### src/rtl/strcmp_pkg.sv
package strcmp_pkg;

    localparam int ELEM_W  = 32;
    localparam int LANES   = ELEM_W / 8;

    typedef enum logic [2:0] {
        ST_IDLE,
        ST_REQ_SRC,
        ST_WAIT_SRC,
        ST_REQ_DST,
        ST_WAIT_DST
    } seq_state_e;

    typedef enum logic [1:0] {
        SZ_BYTE  = 2'd0,
        SZ_WORD  = 2'd1,
        SZ_DWORD = 2'd2,
        SZ_WIDE  = 2'd3
    } elem_size_e;

    typedef struct packed {
        logic       cmp_mode;
        logic [1:0] size;
        logic       rep_ne;
        logic       dir_down;
    } run_cfg_t;

    function automatic logic [2:0] step_bytes(input logic [1:0] size);
        case (elem_size_e'(size))
            SZ_BYTE: return 3'd1;
            SZ_WORD: return 3'd2;
            default: return 3'd4;
        endcase
    endfunction

    function automatic logic [LANES-1:0] lanes_used(input logic [1:0] size);
        case (elem_size_e'(size))
            SZ_BYTE: return 4'b0001;
            SZ_WORD: return 4'b0011;
            default: return 4'b1111;
        endcase
    endfunction

endpackage

### src/rtl/strcmp_ptr_step.sv
module strcmp_ptr_step
    import strcmp_pkg::*;
#(
    parameter int ADDR_W = 16
) (
    input  logic [ADDR_W-1:0] ptr,
    input  logic [1:0]        size,
    input  logic              dir_down,
    output logic [ADDR_W-1:0] ptr_next
);
    localparam int PAD_W = ADDR_W - 3;

    logic [ADDR_W-1:0] delta;

    always_comb begin
        delta    = {{PAD_W{1'b0}}, step_bytes(size)};
        ptr_next = dir_down ? (ptr - delta) : (ptr + delta);
    end
endmodule

### src/rtl/strcmp_elem_cmp.sv
module strcmp_elem_cmp
    import strcmp_pkg::*;
(
    input  logic [ELEM_W-1:0] lhs,
    input  logic [ELEM_W-1:0] rhs,
    input  logic [1:0]        size,
    output logic              equal
);
    logic [LANES-1:0] lane_eq;
    logic [LANES-1:0] lane_on;

    for (genvar g = 0; g < LANES; g++) begin : g_lane
        assign lane_eq[g] = (lhs[g*8 +: 8] == rhs[g*8 +: 8]);
    end

    always_comb begin
        lane_on = lanes_used(size);
        equal   = &(lane_eq | ~lane_on);
    end
endmodule

### src/rtl/strcmp_ctrl.sv
module strcmp_ctrl
    import strcmp_pkg::*;
(
    input  logic clk,
    input  logic rst,
    input  logic start,
    input  logic start_cmp,
    input  logic start_cnt_zero,
    input  logic cfg_cmp,
    input  logic mem_rvalid,
    input  logic stop_now,
    output logic load,
    output logic src_cap,
    output logic step,
    output logic mem_req,
    output logic sel_dst,
    output logic idle,
    output logic done
);
    seq_state_e st_q, st_d;
    logic       done_d;

    always_comb begin
        st_d    = st_q;
        load    = 1'b0;
        src_cap = 1'b0;
        step    = 1'b0;
        mem_req = 1'b0;
        sel_dst = 1'b0;
        done_d  = 1'b0;
        case (st_q)
            ST_IDLE: begin
                if (start) begin
                    load = 1'b1;
                    if (start_cnt_zero) begin
                        done_d = 1'b1;
                    end else begin
                        st_d = start_cmp ? ST_REQ_SRC : ST_REQ_DST;
                    end
                end
            end
            ST_REQ_SRC: begin
                mem_req = 1'b1;
                st_d    = ST_WAIT_SRC;
            end
            ST_WAIT_SRC: begin
                if (mem_rvalid) begin
                    src_cap = 1'b1;
                    st_d    = ST_REQ_DST;
                end
            end
            ST_REQ_DST: begin
                mem_req = 1'b1;
                sel_dst = 1'b1;
                st_d    = ST_WAIT_DST;
            end
            ST_WAIT_DST: begin
                sel_dst = 1'b1;
                if (mem_rvalid) begin
                    step = 1'b1;
                    if (stop_now) begin
                        done_d = 1'b1;
                        st_d   = ST_IDLE;
                    end else begin
                        st_d = cfg_cmp ? ST_REQ_SRC : ST_REQ_DST;
                    end
                end
            end
            default: st_d = ST_IDLE;
        endcase
    end

    always_ff @(posedge clk) begin
        if (rst) begin
            st_q <= ST_IDLE;
            done <= 1'b0;
        end else begin
            st_q <= st_d;
            done <= done_d;
        end
    end

    assign idle = (st_q == ST_IDLE);
endmodule

### src/rtl/strcmp_engine.sv
module strcmp_engine
    import strcmp_pkg::*;
#(
    parameter int ADDR_W = 16,
    parameter int CNT_W  = 16
) (
    input  logic              clk,
    input  logic              rst,
    input  logic              start,
    input  logic              cmp_mode,
    input  logic [1:0]        elem_size,
    input  logic              rep_while_ne,
    input  logic              dir_down,
    input  logic [ADDR_W-1:0] src_ptr_in,
    input  logic [ADDR_W-1:0] dst_ptr_in,
    input  logic [CNT_W-1:0]  count_in,
    input  logic [ELEM_W-1:0] acc_in,
    output logic              mem_req,
    output logic [ADDR_W-1:0] mem_addr,
    input  logic              mem_rvalid,
    input  logic [ELEM_W-1:0] mem_rdata,
    output logic [ADDR_W-1:0] src_ptr_out,
    output logic [ADDR_W-1:0] dst_ptr_out,
    output logic [CNT_W-1:0]  count_out,
    output logic              zf,
    output logic              done
);
    localparam logic [CNT_W-1:0] CNT_ONE = CNT_W'(1);

    run_cfg_t          cfg_q;
    logic [ADDR_W-1:0] src_q, dst_q, src_nx, dst_nx;
    logic [CNT_W-1:0]  cnt_q;
    logic [ELEM_W-1:0] acc_q, opnd_q, lhs;
    logic              zf_q;
    logic              elem_eq, stop_now;
    logic              load, src_cap, step_en, sel_dst, ctrl_idle;

    strcmp_ctrl u_ctrl (
        .clk            (clk),
        .rst            (rst),
        .start          (start),
        .start_cmp      (cmp_mode),
        .start_cnt_zero (count_in == '0),
        .cfg_cmp        (cfg_q.cmp_mode),
        .mem_rvalid     (mem_rvalid),
        .stop_now       (stop_now),
        .load           (load),
        .src_cap        (src_cap),
        .step           (step_en),
        .mem_req        (mem_req),
        .sel_dst        (sel_dst),
        .idle           (ctrl_idle),
        .done           (done)
    );

    strcmp_ptr_step #(.ADDR_W(ADDR_W)) u_src_step (
        .ptr      (src_q),
        .size     (cfg_q.size),
        .dir_down (cfg_q.dir_down),
        .ptr_next (src_nx)
    );

    strcmp_ptr_step #(.ADDR_W(ADDR_W)) u_dst_step (
        .ptr      (dst_q),
        .size     (cfg_q.size),
        .dir_down (cfg_q.dir_down),
        .ptr_next (dst_nx)
    );

    assign lhs = cfg_q.cmp_mode ? opnd_q : acc_q;

    strcmp_elem_cmp u_cmp (
        .lhs   (lhs),
        .rhs   (mem_rdata),
        .size  (cfg_q.size),
        .equal (elem_eq)
    );

    assign stop_now = (cnt_q == CNT_ONE) || (cfg_q.rep_ne ? elem_eq : !elem_eq);

    always_ff @(posedge clk) begin
        if (rst) begin
            cfg_q  <= '0;
            src_q  <= '0;
            dst_q  <= '0;
            cnt_q  <= '0;
            acc_q  <= '0;
            opnd_q <= '0;
            zf_q   <= 1'b0;
        end else begin
            if (load) begin
                cfg_q.cmp_mode <= cmp_mode;
                cfg_q.size     <= elem_size;
                cfg_q.rep_ne   <= rep_while_ne;
                cfg_q.dir_down <= dir_down;
                src_q          <= src_ptr_in;
                dst_q          <= dst_ptr_in;
                cnt_q          <= count_in;
                acc_q          <= acc_in;
            end
            if (src_cap) begin
                opnd_q <= mem_rdata;
            end
            if (step_en) begin
                zf_q  <= elem_eq;
                dst_q <= dst_nx;
                cnt_q <= cnt_q - CNT_ONE;
                if (cfg_q.cmp_mode) begin
                    src_q <= src_nx;
                end
            end
        end
    end

    assign mem_addr    = sel_dst ? dst_q : src_q;
    assign src_ptr_out = src_q;
    assign dst_ptr_out = dst_q;
    assign count_out   = cnt_q;
    assign zf          = zf_q;
endmodule

### config.mk
export PLATFORM = sky130hd
export DESIGN_NAME = strcmp_engine
export DESIGN_NICKNAME = d
export VERILOG_FILES = /design/src/rtl/strcmp_pkg.sv /design/src/rtl/strcmp_ptr_step.sv /design/src/rtl/strcmp_elem_cmp.sv /design/src/rtl/strcmp_ctrl.sv /design/src/rtl/strcmp_engine.sv
export SDC_FILE = /design/constraint.sdc
export NUM_CORES = 1
export LEC_CHECK = 0
export BUFFER_PORTS_ARGS = -buffer_cell sky130_fd_sc_hd__buf_2
export CAP_MARGIN = 5
export CELL_PAD_IN_SITES_DETAIL_PLACEMENT = 1
export CELL_PAD_IN_SITES_GLOBAL_PLACEMENT = 2
export CORE_UTILIZATION = 35
export DETAILED_ROUTE_END_ITERATION = 6
export GPL_TIMING_DRIVEN = 1
export PLACE_DENSITY_LB_ADDON = 0.1
export SLEW_MARGIN = 20
export SYNTH_ARGS = -nofsm -noshare
export SYNTH_HDL_FRONTEND = slang
export SYNTH_HIERARCHICAL = 1
export SYNTH_SLANG_ARGS = --single-unit
### constraint.sdc
create_clock -name clk -period 7 [get_ports clk]
set_clock_uncertainty 0.1 [all_clocks]
set_input_delay 1.75 -clock clk [delete_from_list [all_inputs] [get_ports clk]]
set_output_delay 1.75 -clock clk [all_outputs]
set_load 0.05 [all_outputs]
* Word-level counts from Yosys, hierarchy flattened
Cells that the tools add are included.
** Operators by class
- Add/subtract/negate cells :: 5
- Multiply operators :: 0
- Div/mod/pow operators :: 0
- Order comparisons :: 0
- Equal/unequal tests :: 14
- Shift operators :: 0
- Multiplexer cells :: 34
- Bitwise logic cells :: 2
- Reduce and logical (&&, ||, !) cells :: 10
** Operator list (number)
- $mux 16 :: 10
- $add 16x3->16 :: 2
- $eq 8x8->1 :: 4
- $mux 32 :: 1
- $sub 16x3->16 :: 2
- $eq 16x1->1 const B :: 1
- $logic_not 16->1 :: 1
- $sub 16x1->16 const B :: 1
- $mux 3 :: 5
- $pmux 3 s5 :: 1
- $mux 1 :: 12
- $ne 2x2->1 const B :: 4
- $pmux 4 s2 :: 1
- $reduce_and 4->1 :: 2
- $eq 3x2->1 const B :: 2
- $pmux 3 s2 :: 1
- $mux 2 :: 2
- $not 4->4 :: 1
- $or 4x4->4 :: 1
- $reduce_or 2->1 :: 2
- $eq 3x1->1 const B :: 1
- $eq 3x3->1 const B :: 1
- $logic_not 3->1 :: 1
- $eq 2x1->1 const B :: 1
- other kinds (5) :: 5
** Storage, ports and cells
- Flip-flop bits (word level) :: 122
- Bits in latches :: 0
- Memory bits (writable) :: 0
- ROM bits :: 0
- Bits of input ports :: 121
- Output and inout bits :: 67
- Logic and storage cells :: 77
- Memories kept :: 0

* Longest topological paths before layout
- Word-level depth :: 11
- Gate-level depth with buffers :: 13
- Depth with buffers taken out :: 13

* Hierarchy
The synthesis kept the hierarchy.
** By module, submodules not included
- strcmp_engine :: times used 1, cells an instance 567, area an instance 5486.5 µm², sequential area each 2362.3 µm²
- strcmp_ptr_step at u_src_step :: times used 1, cells an instance 107, area an instance 818.3 µm², sequential area each 0.0 µm²
- strcmp_ptr_step at u_dst_step :: times used 1, cells an instance 107, area an instance 809.5 µm², sequential area each 0.0 µm²
- strcmp_elem_cmp :: times used 1, cells an instance 45, area an instance 362.8 µm², sequential area each 0.0 µm²
- strcmp_ctrl :: times used 1, cells an instance 34, area an instance 310.3 µm², sequential area each 80.1 µm²

* Worst setup path before layout
No wires, ideal clock.
- Path type :: reg2out
- Start :: register u_ctrl.st_q[0]
- End :: output mem_addr[10]
- Arrival time :: 2.370 ns
- Required time :: 5.150 ns
- Setup slack :: 2.780 ns
- Cell stages (with the launch flop) :: 8
- Path buffers :: 3
- Cell sequence :: dfxtp_1 buf_6 nor2b_2 nand2_1 o21ai_0 clkbuf_1 clkbuf_1 mux2_1
** On the way
- Longest elaborated chain between the ends :: 4
- Elaborated cells between the ends (all ways) :: 5
- Classes of those cells :: eq/ne (2); mux (2); reduce/logical (1)
** Ends and longest elaborated chain
- from (decl) :: RTL line strcmp_ctrl.sv:20 : seq_state_e st_q, st_d;
- from (signal assigned) :: RTL line strcmp_ctrl.sv:78 : st_q <= st_d;
- $eq 3x2->1 / $eq 3x3->1 (equally long branches) :: RTL line strcmp_ctrl.sv:31 : case (st_q)
- $reduce_or 2->1 (no line) *
- $mux 1 * :: RTL line strcmp_ctrl.sv:31
- net sel_dst :: RTL line strcmp_engine.sv:36 : logic load, src_cap, step_en, sel_dst, ctrl_idle;
- $mux 16 * :: RTL line strcmp_engine.sv:115 : assign mem_addr = sel_dst ? dst_q : src_q;
- to (decl) :: RTL line strcmp_engine.sv:19 : output logic [ADDR_W-1:0] mem_addr,
Mark *: on every way through the listed nets, which the timed path passes. The rest lies on a longest branch.

* Worst setup path after layout
- Start :: register u_ctrl.st_q[2]
- End :: output mem_addr[1]
The elaborated chain is that of the path after synthesis.

==> impl_metrics.py <==
metrics = {
    "outcome": {
        "status": "completed",
    },
    "sta": {
        "min_period_ns": 4.413,
        "rsz0062_at_grt": "no",
        "fmax_mhz": 226.6,
        "slew_violations": 0,
        "min_period_over_period_pct": 63.05,
        "relSlewSlack_pct": 26.21,
        "setup_tns_ns": 0,
        "hold_ws_ns": 0.3910,
        "hold_violations": 0,
        "finalSetupViolCount": 0,
        "tightest_slew_ns": 1.104,
    },
    "worst_setup_path": {
        "crit_chain": "nand2b_1 > o21ai_2 > mux2_1 > buf_2",
        "r2r_end": "u_ctrl/st_q[1]",
        "cp-endpoint": "mem_addr[1]",
        "start_kind": "flop",
        "rrSetupSlack_ns": 3.47,
        "end_kind": "primary output",
        "arrival_ns": 2.56,
        "worstSetupPathType": "flop to primary output",
        "slowest_stage": "o21ai_2",
        "worstPathRequired_ns": 5.15,
        "r2r_cells": 10,
        "cp_max_fo": 16,
        "max_stage_delay_ns": 0.81,
        "rr_startpoint": "cfg_q[4]",
        "startpoint": "u_ctrl/st_q[2]",
    },
    "finish": {
        "final_layout_size_suffix_gt1_share_pct": 25.98,
        "area_delta_synth_final_pct": 21.95,
        "fin_nets": 1168,
        "fillerInstances": 2575,
    },
    "pwr": {
        "pwr-share-comb_pct": 27.3,
        "switching_share_pct": 34.67,
        "p_clk_share_pct": 39.2,
        "p_switching_mw": 0.8406,
        "powerDensity_nw_per_um2": 255.5,
        "peakVddDrop_v": 0.0001635,
        "internal_power_mw": 1.584,
        "cellLeakagePower_nw": 4.240,
        "seq_power_share_pct": 33.5,
    },
    "global_route": {
        "grt_usage_pct": 20.24,
        "grt_pass1_vias": 6872,
        "grt-ovfl-total": 0,
        "antenna_found_initial": 4,
        "grt_start_max_net_pins": 73,
        "grt_pass1_wl_mm": 35.86,
    },
    "die": {
        "rows": 54,
        "die_w_microns": 151.1,
        "die_height_microns": 151.1,
        "start_util_pct": 35.66,
        "fp.coreArea_sq_um": 21820,
        "design.portCount": 188,
        "die-area_sq_um": 22840,
    },
    "clock_network": {
        "path_clk_slew_ns": 0.07,
        "root_buffer": "clkbuf_16",
        "clk_latency_ns": 0.42,
        "hold_buffers": 0,
        "htreeDepth": 4,
        "cts_tree": "done",
        "cts_setup_buffers": 0,
        "cts_buffer_depth": 2,
        "post_cts_resized": 0,
        "clock_sinks": 122,
        "numCtsBuffers": 17,
    },
    "placement": {
        "port-buffer-count": 187,
        "dp_hpwl_mm": 16.20,
        "place_congestion": 0.7830,
    },
    "synth": {
        "synth_cells": 859,
        "syn_area_per_cell_sq_um": 9.060,
        "syn-cell-area_sq_um": 7782,
        "yosys_warnings": 6,
        "syn-num-nets": 1016,
    },
    "routing": {
        "wl_per_cell_microns": 17.17,
        "finalWirelength_mm": 22.43,
        "drtIter0Drc": 147,
        "antenna_left": 0,
        "drtPass1Iterations": 4,
        "num_vias": 6715,
        "routed_via_density": 5.142,
        "route.detailed.drc": 0,
    },
    "run": {
        "maxCapViolCount": 0,
    },
    "worst_hold_path": {
        "hold_path_class": "flop to flop",
    },
}
==> state kept, by name, indices dropped and copies added (netlist names) <==
signal,flops
u_ctrl/done,1
acc_q,32
u_ctrl/st_q,3
zf,1
count_out,16
cfg_q,5
opnd_q,32
dst_ptr_out,16
src_ptr_out,16
==> cell usage in the layout, fill, tap and decap left out, drive strengths merged, types with 10 or more instances in the layout <==
| cell | count |
|---|---|
| nand3 | 10 |
| mux2i | 105 |
| clkbuf | 17 |
| dfxtp | 122 |
| ha | 34 |
| nor3 | 12 |
| nor2 | 141 |
| xor2 | 10 |
| mux2 | 51 |
| nor4 | 11 |
| inv | 23 |
| nand4 | 13 |
| o21ai | 13 |
| buf | 192 |
| a21oi | 37 |
| a211oi | 45 |
| xnor2 | 57 |
| nand2 | 19 |
| nor2b | 18 |
| a21o | 13 |
==> layer usage <==
layer	vias to the layer above	global-route usage [%]	wire, microns
li1	3402	-	-
met1	3157	26.45	10940
met2	126	32.27	9917
met3	26	5.211	1177
met4	4	6.650	375
met5	-	0	22
==> metrics by stage <==
stage          worst slack (ns)  area (sq um)  std cells  util [%]  power, mW
2_1_floorplan             2.786          7782        859         -      1.325
3_3_place_gp              2.920          8857       1272     40.59      1.488
3_5_place_dp              2.820          8857       1272     40.59      1.492
4_1_cts                   2.571          9485       1304     43.46      2.459
5_1_grt                   2.392          9485       1304     43.46      2.560
6_report                  2.587          9490       1306     43.49      2.425
==> area by class of cell <==
type	count	area [sq um]	area share (%)
Clock buffer	17	425.4	4.483
Inverter	14	52.55	0.5537
Multi-Input combinational cell	664	5035	53.05
Antenna cell	2	5.005	0.05274
Tap cell	280	350.3	3.691
Clock inverter	15	202.7	2.136
Timing Repair Buffer	192	975.9	10.28
Sequential cell	122	2444	25.75
==> worst min-delay path by stage <==
| stage | startpoint | endpoint | slack, ns | depth (start not counted) |
|---|---|---|---|---|
| finish | acc_q[29] | acc_q[29] | 0.39 | 2 |
| detailed placement | opnd_q[7] | opnd_q[7] | 0.38 | 2 |
| floorplan | acc_q[0] | acc_q[0] | 0.35 | 2 |
| global route | acc_q[1] | acc_q[1] | 0.42 | 2 |
| global placement | opnd_q[27] | opnd_q[27] | 0.37 | 2 |
| CTS | acc_q[12] | acc_q[12] | 0.40 | 2 |
==> worst max-delay path, delay by kind of cell, from the launching register on <==
kind / cells / cell delay, ns
and+or+nand+nor: 1 / 0.14
DFF: 1 / 0.57
AOI/OAI and AO/OA: 1 / 0.81
muxes: 1 / 0.40
buffers and inverters: 1 / 0.22
==> power by group through the flow <==
stage	clock network (mW)	logic [mW]	registers [mW]
after detailed placement	0	0.665	0.828
after CTS	0.977	0.670	0.812
after global routing	1.01	0.726	0.821
after global placement	0	0.660	0.828
final	0.952	0.662	0.811
after floorplan	0	0.441	0.884
Power figures use the tool's default switching activity.
